<file path="config.mk">
export PLATFORM = sky130hd
export DESIGN_NAME = eep_i2c_target
export DESIGN_NICKNAME = d
export VERILOG_FILES = /design/src/rtl/eep_pkg.sv /design/src/rtl/eep_sync.sv /design/src/rtl/eep_store.sv /design/src/rtl/eep_ctrl.sv /design/src/rtl/eep_i2c_target.sv
export SDC_FILE = /design/constraint.sdc
export NUM_CORES = 2
export LEC_CHECK = 0
export ABC_AREA = 1
export BUFFER_PORTS_ARGS = -buffer_cell sky130_fd_sc_hd__buf_2
export CAP_MARGIN = 5
export CORE_UTILIZATION = 40
export CTS_BUF_LIST = sky130_fd_sc_hd__clkbuf_4
export DETAILED_ROUTE_END_ITERATION = 8
export MAX_ROUTING_LAYER = met4
export PLACE_DENSITY = 0.52
export SLEW_MARGIN = 20
export SYNTH_ARGS = -nofsm -noshare
export SYNTH_HDL_FRONTEND = slang
export SYNTH_SLANG_ARGS = --single-unit
</file>
<file path="constraint.sdc">
create_clock -name clk -period 2.9 [get_ports clk]
set_clock_uncertainty 0.05 [all_clocks]
set_input_delay 0.435 -clock clk [delete_from_list [all_inputs] [get_ports clk]]
set_output_delay 0.435 -clock clk [all_outputs]
set_load 0.02 [all_outputs]
</file>
<file path="src/rtl/eep_pkg.sv">
package eep_pkg;
  typedef enum logic [3:0] {
    S_IDLE, S_DEV, S_DEV_ACK, S_ADR, S_ADR_ACK,
    S_WR, S_WR_ACK, S_RD, S_RD_ACK
  } eep_st_t;
endpackage

</file>
<file path="src/rtl/eep_sync.sv">
module eep_sync #(
  parameter int SYNC_N = 2
) (
  input  logic clk,
  input  logic rst_n,
  input  logic scl_i,
  input  logic sda_i,
  output logic scl_s,
  output logic sda_s,
  output logic scl_rise,
  output logic scl_fall,
  output logic bus_start,
  output logic bus_stop
);
  logic [SYNC_N-1:0] scl_ff, sda_ff;
  logic scl_d, sda_d;

  always_ff @(posedge clk or negedge rst_n) begin
    if (!rst_n) begin
      scl_ff <= '1;
      sda_ff <= '1;
      scl_d  <= 1'b1;
      sda_d  <= 1'b1;
    end else begin
      scl_ff <= {scl_ff[SYNC_N-2:0], scl_i};
      sda_ff <= {sda_ff[SYNC_N-2:0], sda_i};
      scl_d  <= scl_ff[SYNC_N-1];
      sda_d  <= sda_ff[SYNC_N-1];
    end
  end

  assign scl_s     = scl_ff[SYNC_N-1];
  assign sda_s     = sda_ff[SYNC_N-1];
  assign scl_rise  = scl_s & ~scl_d;
  assign scl_fall  = ~scl_s & scl_d;
  assign bus_start = scl_s & scl_d & sda_d & ~sda_s;
  assign bus_stop  = scl_s & scl_d & ~sda_d & sda_s;
endmodule

</file>
<file path="src/rtl/eep_store.sv">
module eep_store #(
  parameter int ADDR_W  = 8,
  parameter int PAGE_W  = 4,
  parameter int TWR_CYC = 1000
) (
  input  logic                     clk,
  input  logic                     rst_n,
  input  logic                     buf_we,
  input  logic [PAGE_W-1:0]        buf_idx,
  input  logic [7:0]               buf_din,
  input  logic [ADDR_W-PAGE_W-1:0] page,
  input  logic                     buf_clr,
  input  logic                     commit,
  input  logic [ADDR_W-1:0]        rd_addr,
  output logic [7:0]               rd_data,
  output logic                     busy
);
  localparam int DEPTH  = 1 << ADDR_W;
  localparam int PDEPTH = 1 << PAGE_W;
  localparam int CW     = $clog2(TWR_CYC + 1);

  logic [7:0]               mem  [DEPTH];
  logic [7:0]               pbuf [PDEPTH];
  logic [PDEPTH-1:0]        pval;
  logic [ADDR_W-PAGE_W-1:0] pg;
  logic [CW-1:0]            wc_cnt;

  always_ff @(posedge clk or negedge rst_n) begin
    if (!rst_n) begin
      for (int i = 0; i < DEPTH; i++) mem[i] <= 8'hFF;
      for (int i = 0; i < PDEPTH; i++) pbuf[i] <= 8'h00;
      pval   <= '0;
      pg     <= '0;
      wc_cnt <= '0;
    end else begin
      if (buf_clr) pval <= '0;
      if (buf_we) begin
        pbuf[buf_idx] <= buf_din;
        pval[buf_idx] <= 1'b1;
        pg            <= page;
      end
      if (commit) begin
        for (int i = 0; i < PDEPTH; i++)
          if (pval[i]) mem[{pg, PAGE_W'(i)}] <= pbuf[i];
        pval   <= '0;
        wc_cnt <= CW'(TWR_CYC);
      end else if (wc_cnt != '0) begin
        wc_cnt <= wc_cnt - 1'b1;
      end
    end
  end

  assign rd_data = mem[rd_addr];
  assign busy    = (wc_cnt != '0);
endmodule

</file>
<file path="src/rtl/eep_ctrl.sv">
module eep_ctrl
  import eep_pkg::*;
#(
  parameter logic [6:0] DEV_ADDR = 7'h50,
  parameter int         ADDR_W   = 8,
  parameter int         PAGE_W   = 4
) (
  input  logic                     clk,
  input  logic                     rst_n,
  input  logic                     sda_s,
  input  logic                     scl_rise,
  input  logic                     scl_fall,
  input  logic                     bus_start,
  input  logic                     bus_stop,
  input  logic                     wp_i,
  input  logic                     busy,
  input  logic [7:0]               rd_data,
  output logic                     sda_oe,
  output logic                     buf_we,
  output logic [PAGE_W-1:0]        buf_idx,
  output logic [7:0]               buf_din,
  output logic [ADDR_W-PAGE_W-1:0] page,
  output logic                     buf_clr,
  output logic                     commit,
  output logic [ADDR_W-1:0]        rd_addr
);
  eep_st_t           st;
  logic [2:0]        bit_cnt;
  logic [7:0]        sh, tx;
  logic              full, ack_drv, prot, got, hack;
  logic [ADDR_W-1:0] ptr;

  assign buf_we  = (st == S_WR) && scl_fall && full && !prot && !bus_start && !bus_stop;
  assign buf_idx = ptr[PAGE_W-1:0];
  assign buf_din = sh;
  assign page    = ptr[ADDR_W-1:PAGE_W];
  assign buf_clr = bus_start;
  assign commit  = bus_stop && got && (st == S_WR || st == S_WR_ACK);
  assign rd_addr = ptr;
  assign sda_oe  = ack_drv | ((st == S_RD) & ~tx[7]);

  always_ff @(posedge clk or negedge rst_n) begin
    if (!rst_n) begin
      st <= S_IDLE; bit_cnt <= '0; sh <= '0; tx <= 8'hFF;
      full <= 1'b0; ack_drv <= 1'b0; prot <= 1'b0; got <= 1'b0;
      hack <= 1'b0; ptr <= '0;
    end else if (bus_start) begin
      ack_drv <= 1'b0; full <= 1'b0; bit_cnt <= '0; got <= 1'b0;
      st <= busy ? S_IDLE : S_DEV;
    end else if (bus_stop) begin
      ack_drv <= 1'b0; got <= 1'b0; st <= S_IDLE;
    end else if (scl_rise) begin
      if (st == S_DEV || st == S_ADR || st == S_WR) begin
        sh      <= {sh[6:0], sda_s};
        bit_cnt <= bit_cnt + 1'b1;
        if (bit_cnt == 3'd7) full <= 1'b1;
      end else if (st == S_RD_ACK) begin
        hack <= ~sda_s;
      end
    end else if (scl_fall) begin
      unique case (st)
        S_DEV: if (full) begin
          full <= 1'b0;
          if (sh[7:1] == DEV_ADDR) begin ack_drv <= 1'b1; st <= S_DEV_ACK; end
          else st <= S_IDLE;
        end
        S_DEV_ACK: begin
          ack_drv <= 1'b0; bit_cnt <= '0;
          if (sh[0]) begin tx <= rd_data; ptr <= ptr + 1'b1; st <= S_RD; end
          else st <= S_ADR;
        end
        S_ADR: if (full) begin
          full <= 1'b0; ptr <= ADDR_W'(sh); ack_drv <= 1'b1; st <= S_ADR_ACK;
        end
        S_ADR_ACK: begin
          ack_drv <= 1'b0; bit_cnt <= '0; prot <= wp_i; st <= S_WR;
        end
        S_WR: if (full) begin
          full <= 1'b0;
          if (prot) st <= S_IDLE;
          else begin
            got <= 1'b1; ack_drv <= 1'b1; st <= S_WR_ACK;
            ptr[PAGE_W-1:0] <= ptr[PAGE_W-1:0] + 1'b1;
          end
        end
        S_WR_ACK: begin ack_drv <= 1'b0; bit_cnt <= '0; st <= S_WR; end
        S_RD: begin
          tx <= {tx[6:0], 1'b1}; bit_cnt <= bit_cnt + 1'b1;
          if (bit_cnt == 3'd7) st <= S_RD_ACK;
        end
        S_RD_ACK: begin
          bit_cnt <= '0;
          if (hack) begin tx <= rd_data; ptr <= ptr + 1'b1; st <= S_RD; end
          else st <= S_IDLE;
        end
        default: st <= S_IDLE;
      endcase
    end
  end
endmodule

</file>
<file path="src/rtl/eep_i2c_target.sv">
module eep_i2c_target #(
  parameter logic [6:0] DEV_ADDR = 7'h50,
  parameter int         TWR_CYC  = 1000,
  parameter int         ADDR_W   = 8,
  parameter int         PAGE_W   = 4
) (
  input  logic clk,
  input  logic rst_n,
  input  logic scl_i,
  input  logic sda_i,
  input  logic wp_i,
  output logic sda_oe_o
);
  logic scl_s, sda_s, scl_rise, scl_fall, bus_start, bus_stop;
  logic busy, buf_we, buf_clr, commit;
  logic [PAGE_W-1:0]        buf_idx;
  logic [7:0]               buf_din, rd_data;
  logic [ADDR_W-PAGE_W-1:0] page;
  logic [ADDR_W-1:0]        rd_addr;

  eep_sync #(.SYNC_N(2)) u_sync (
    .clk(clk), .rst_n(rst_n), .scl_i(scl_i), .sda_i(sda_i),
    .scl_s(scl_s), .sda_s(sda_s), .scl_rise(scl_rise), .scl_fall(scl_fall),
    .bus_start(bus_start), .bus_stop(bus_stop)
  );

  eep_ctrl #(.DEV_ADDR(DEV_ADDR), .ADDR_W(ADDR_W), .PAGE_W(PAGE_W)) u_ctrl (
    .clk(clk), .rst_n(rst_n), .sda_s(sda_s), .scl_rise(scl_rise),
    .scl_fall(scl_fall), .bus_start(bus_start), .bus_stop(bus_stop),
    .wp_i(wp_i), .busy(busy), .rd_data(rd_data), .sda_oe(sda_oe_o),
    .buf_we(buf_we), .buf_idx(buf_idx), .buf_din(buf_din), .page(page),
    .buf_clr(buf_clr), .commit(commit), .rd_addr(rd_addr)
  );

  eep_store #(.ADDR_W(ADDR_W), .PAGE_W(PAGE_W), .TWR_CYC(TWR_CYC)) u_store (
    .clk(clk), .rst_n(rst_n), .buf_we(buf_we), .buf_idx(buf_idx),
    .buf_din(buf_din), .page(page), .buf_clr(buf_clr), .commit(commit),
    .rd_addr(rd_addr), .rd_data(rd_data), .busy(busy)
  );
endmodule

</file>
==> impl_metrics.env <==
export IMPL_report_final_setup_viol=1172
export IMPL_total_power_mw=63.2
export IMPL_violations="setup timing"
export IMPL_gp_routability_congestion=1.01
export IMPL_totalWireLength_um=513000
export IMPL_cts_reportedPaths_clkPinSlew_ns=0.07
export IMPL_mappedNetlistNets=12990
export IMPL_power_per_cell_area_mw_per_mm2=491
export IMPL_reg2reg_depth=21
export IMPL_finalNetCount=13866
export IMPL_core_region_area_mm2=0.263
export IMPL_die_height_um=518
export IMPL_p_leak_nw=51.3
export IMPL_drt_iter0_markers=12306
export IMPL_io_pin_count=6
export IMPL_remaining_drc_errors=0
export IMPL_crit_fanout=2
export IMPL_final_layout_size_suffix_gt1_frac=0.334
export IMPL_post_layout_min_period_ns=3.14
export IMPL_timing_final_ws_setup_ns=-0.236
export IMPL_drv_cap=0
export IMPL_wire_per_inst_um=28.7
export IMPL_timing_worst_slew_pin_value_ns=1.29
export IMPL_finish_utilization=0.489
export IMPL_die_width_um=518
export IMPL_detailedPlace_worstSlack_ns=-0.438
export IMPL_layout_common_cells="sky130_fd_sc_hd__nand2_1 (4045), sky130_fd_sc_hd__o21ai_0 (2358), sky130_fd_sc_hd__dfstp_2 (2062)"
export IMPL_largest_net_degree_at_the_start_of_global_routing=144
export IMPL_synth_enable_flop_cells=0
export IMPL_worstPathArrival_ns=2.65
export IMPL_maxSlewViolCount=0
export IMPL_clk_root_buffer_cell="sky130_fd_sc_hd__clkbuf_4"
export IMPL_crit_path_start_kind="flop"
export IMPL_fp_dieArea_mm2=0.268
export IMPL_placed_cells=16594
export IMPL_min_period_over_period=1.08
export IMPL_synth_seq_cells=2248
export IMPL_postPlaceCellArea_mm2=0.116
export IMPL_layoutNonFillerInstCount=17876
export IMPL_worst_setup_path_end_kind="primary output"
export IMPL_layout_cells_most_common="sky130_fd_sc_hd__nand2_1"
export IMPL_area_growth_syn_to_layout_pct=21.1
export IMPL_fin_setup_tns_ns=-81.25
export IMPL_insertion_delay_ns=1.68
export IMPL_dr_total_vias=100070
export IMPL_number_of_antenna_violations_at_the_first_check_in_global_routing=63
export IMPL_reg2reg_setup_slack_ns=-0.21
export IMPL_avg_cell_area_syn_um2=8.19
export IMPL_comb_power_share=0.018
export IMPL_ir_worst_vdd_mv=0.377
export IMPL_yosysUniqueCellTypes=40
export IMPL_power_frac_seq=0.500
export IMPL_synthArstFlopShare=1.00
export IMPL_detail_route_first_pass_iterations=7
export IMPL_seq_area_frac_synth=0.553
export IMPL_grt_remaining_overflow=0
export IMPL_final_fill_count=25876
export IMPL_tritoncts="built"
export IMPL_power_frac_clock=0.482
export IMPL_power_switching_mw=15.9
export IMPL_worstPathRequired_ns=2.41
export IMPL_clock_tree_buffer_depth=4
export IMPL_fmaxAchievable_mhz=319
export IMPL_cts_num_sinks=2248
export IMPL_yosysWarnings=0
export IMPL_critPathKind="reg2out"
export IMPL_synth_area_mm2=0.106
export IMPL_std_cell_rows=188
export IMPL_postRouteAntennaNets=0
export IMPL_h_tree_level_count=6
export IMPL_first_global_vias=93503
export IMPL_power_internal_mw=47.3
export IMPL_via_per_inst=5.60
export IMPL_finalHoldViolations=0
export IMPL_track_usage=0.383
export IMPL_synth_top_flop_cell="sky130_fd_sc_hd__dfstp_2"
export IMPL_hpwl_um=345000
export IMPL_switching_share=0.252
export IMPL_timing_hold_ws_ns=0.290
export IMPL_rsz0062_at_grt="yes"
export IMPL_multi_input_comb_area_mm2=0.0435
export IMPL_final_design_area_no_fill_mm2=0.129
export IMPL_start_util=0.404
export IMPL_io_buffers=5
export IMPL_synthesis_instances=12977
export IMPL_timing_max_slew_rel_slack=0.141
export IMPL_grt_pass1_wl_um=711000
export IMPL_run_status="finished with violations"
export IMPL_cts_inserted_buffers=640
export IMPL_min_path_type="in2async"
export IMPL_sequential_cell_area_mm2=0.0588
[routing by layer]
layer / share of wire / vias up / global-route usage
met5: 0 / - / -
met4: 0.059 / 0 / 0.195
met3: 0.096 / 1102 / 0.0778
met2: 0.43 / 5331 / 0.548
met1: 0.41 / 49404 / 0.512
li1: - / 44233 / -
[power groups by stage]
stage	clock [mW]	sequential (mW)	combinational [mW]
2_1_floorplan	0	32.0	0.124
6_report	30.5	31.6	1.14
4_1_cts	31.0	31.6	1.15
3_5_place_dp	0	32.0	1.12
3_3_place_gp	0	32.0	1.10
5_1_grt	32.6	31.6	1.24
[flip-flops by register name (all words and copies together), names as in the netlist, 2 cells and up]
register	cells
u_store.wc_cnt	10
u_store.pbuf	128
u_sync.scl_ff	2
u_sync.sda_ff	2
u_ctrl.st	4
u_ctrl.tx	8
u_ctrl.bit_cnt	3
u_ctrl.rd_addr	8
u_store.pval	16
u_store.pg	4
u_ctrl.buf_din	8
u_store.mem	2048
[synth_stat cells (2+ instances only)]
cell,instances,area share
sky130_fd_sc_hd__o21ai_0,2727,0.13
sky130_fd_sc_hd__buf_1,56,0.0020
sky130_fd_sc_hd__buf_2,202,0.0095
sky130_fd_sc_hd__a21oi_1,242,0.011
sky130_fd_sc_hd__o22ai_1,36,0.0021
sky130_fd_sc_hd__xor2_1,3,0.00025
sky130_fd_sc_hd__nand2_2,3,0.00018
sky130_fd_sc_hd__buf_12,6,0.0011
sky130_fd_sc_hd__or2_2,2,0.00012
sky130_fd_sc_hd__nor4_4,12,0.0024
sky130_fd_sc_hd__nor4_1,3,0.00018
sky130_fd_sc_hd__xnor2_1,2,0.00016
sky130_fd_sc_hd__buf_8,5,0.00071
sky130_fd_sc_hd__nand2_4,100,0.011
sky130_fd_sc_hd__o21ai_1,98,0.0046
sky130_fd_sc_hd__nand2_1,4284,0.15
sky130_fd_sc_hd__nor2_2,4,0.00024
sky130_fd_sc_hd__inv_1,504,0.018
sky130_fd_sc_hd__o211ai_1,4,0.00028
sky130_fd_sc_hd__nor3_4,7,0.0011
sky130_fd_sc_hd__ha_1,8,0.00094
sky130_fd_sc_hd__nor2_1,1147,0.041
sky130_fd_sc_hd__buf_6,97,0.010
sky130_fd_sc_hd__clkbuf_1,515,0.018
sky130_fd_sc_hd__inv_2,5,0.00018
sky130_fd_sc_hd__a31oi_1,5,0.00029
sky130_fd_sc_hd__o21ai_2,8,0.00066
sky130_fd_sc_hd__nand4_1,25,0.0015
sky130_fd_sc_hd__clkinv_1,6,0.00021
sky130_fd_sc_hd__nor3_1,8,0.00038
sky130_fd_sc_hd__buf_4,17,0.0012
sky130_fd_sc_hd__dfrtp_1,186,0.044
sky130_fd_sc_hd__dfstp_2,2062,0.51
sky130_fd_sc_hd__nand3_1,582,0.027
[path summary, 6_finish.rpt]
| path | endpoint | startpoint |
|---|---|---|
| setup / recovery | sda_oe_o | u_ctrl.st[2] |
| hold / removal | u_store.mem[1892] | rst_n |
| setup reg to reg | u_store.mem[1616] | u_ctrl.st[2] |
| hold reg to reg | u_sync.sda_ff[1] | u_sync.sda_ff[0] |
| max in group asynchronous | u_store.mem[598] | rst_n |
| min in group clk | u_sync.sda_ff[1] | u_sync.sda_ff[0] |
[timing repair]
item,CTS,global route
endpoints found under the hold margin,2251,0
setup buffers,30,48
gates resized for setup,345,777
hold buffers,12,0
pin swaps,19,22
cloned,19,30
endpoints found under the setup margin,132,1966
[cell type report]
cell class | instances | area share
sequential | 2248 | 0.457
tap | 3515 | 0.0342
inverter | 515 | 0.0153
multi-input combinational | 9336 | 0.338
timing repair buffer | 1112 | 0.0916
clock buffer | 957 | 0.0558
antenna | 45 | 0.000875
clock inverter | 148 | 0.00698
[logic make-up (layout without fill, tap and decap cells)]
family | count (synthesis) | count (layout) | share of synthesized area
adders and majority gates | 8 | 8 | 0.000942
muxes | 1 | 1 | 0.0000942
other | 0 | 45 | 0
DFF | 2248 | 2248 | 0.553
xor gates and xnor gates | 5 | 5 | 0.000412
and+or+nand+nor | 6178 | 6198 | 0.236
buffers and inverters | 1413 | 2732 | 0.0612
AOI/OAI and AO/OA | 3124 | 3124 | 0.148
[critical path: stages (launching register included)]
cell,delay [ns]
sky130_fd_sc_hd__dfrtp_1,0.37
sky130_fd_sc_hd__inv_2,0.06
sky130_fd_sc_hd__nor2_4,0.12
sky130_fd_sc_hd__inv_2,0.06
sky130_fd_sc_hd__nor2_4,0.11
sky130_fd_sc_hd__inv_4,0.06
sky130_fd_sc_hd__o21ai_4,0.13
sky130_fd_sc_hd__buf_6,0.14
Power figures use the tool's default switching activity.
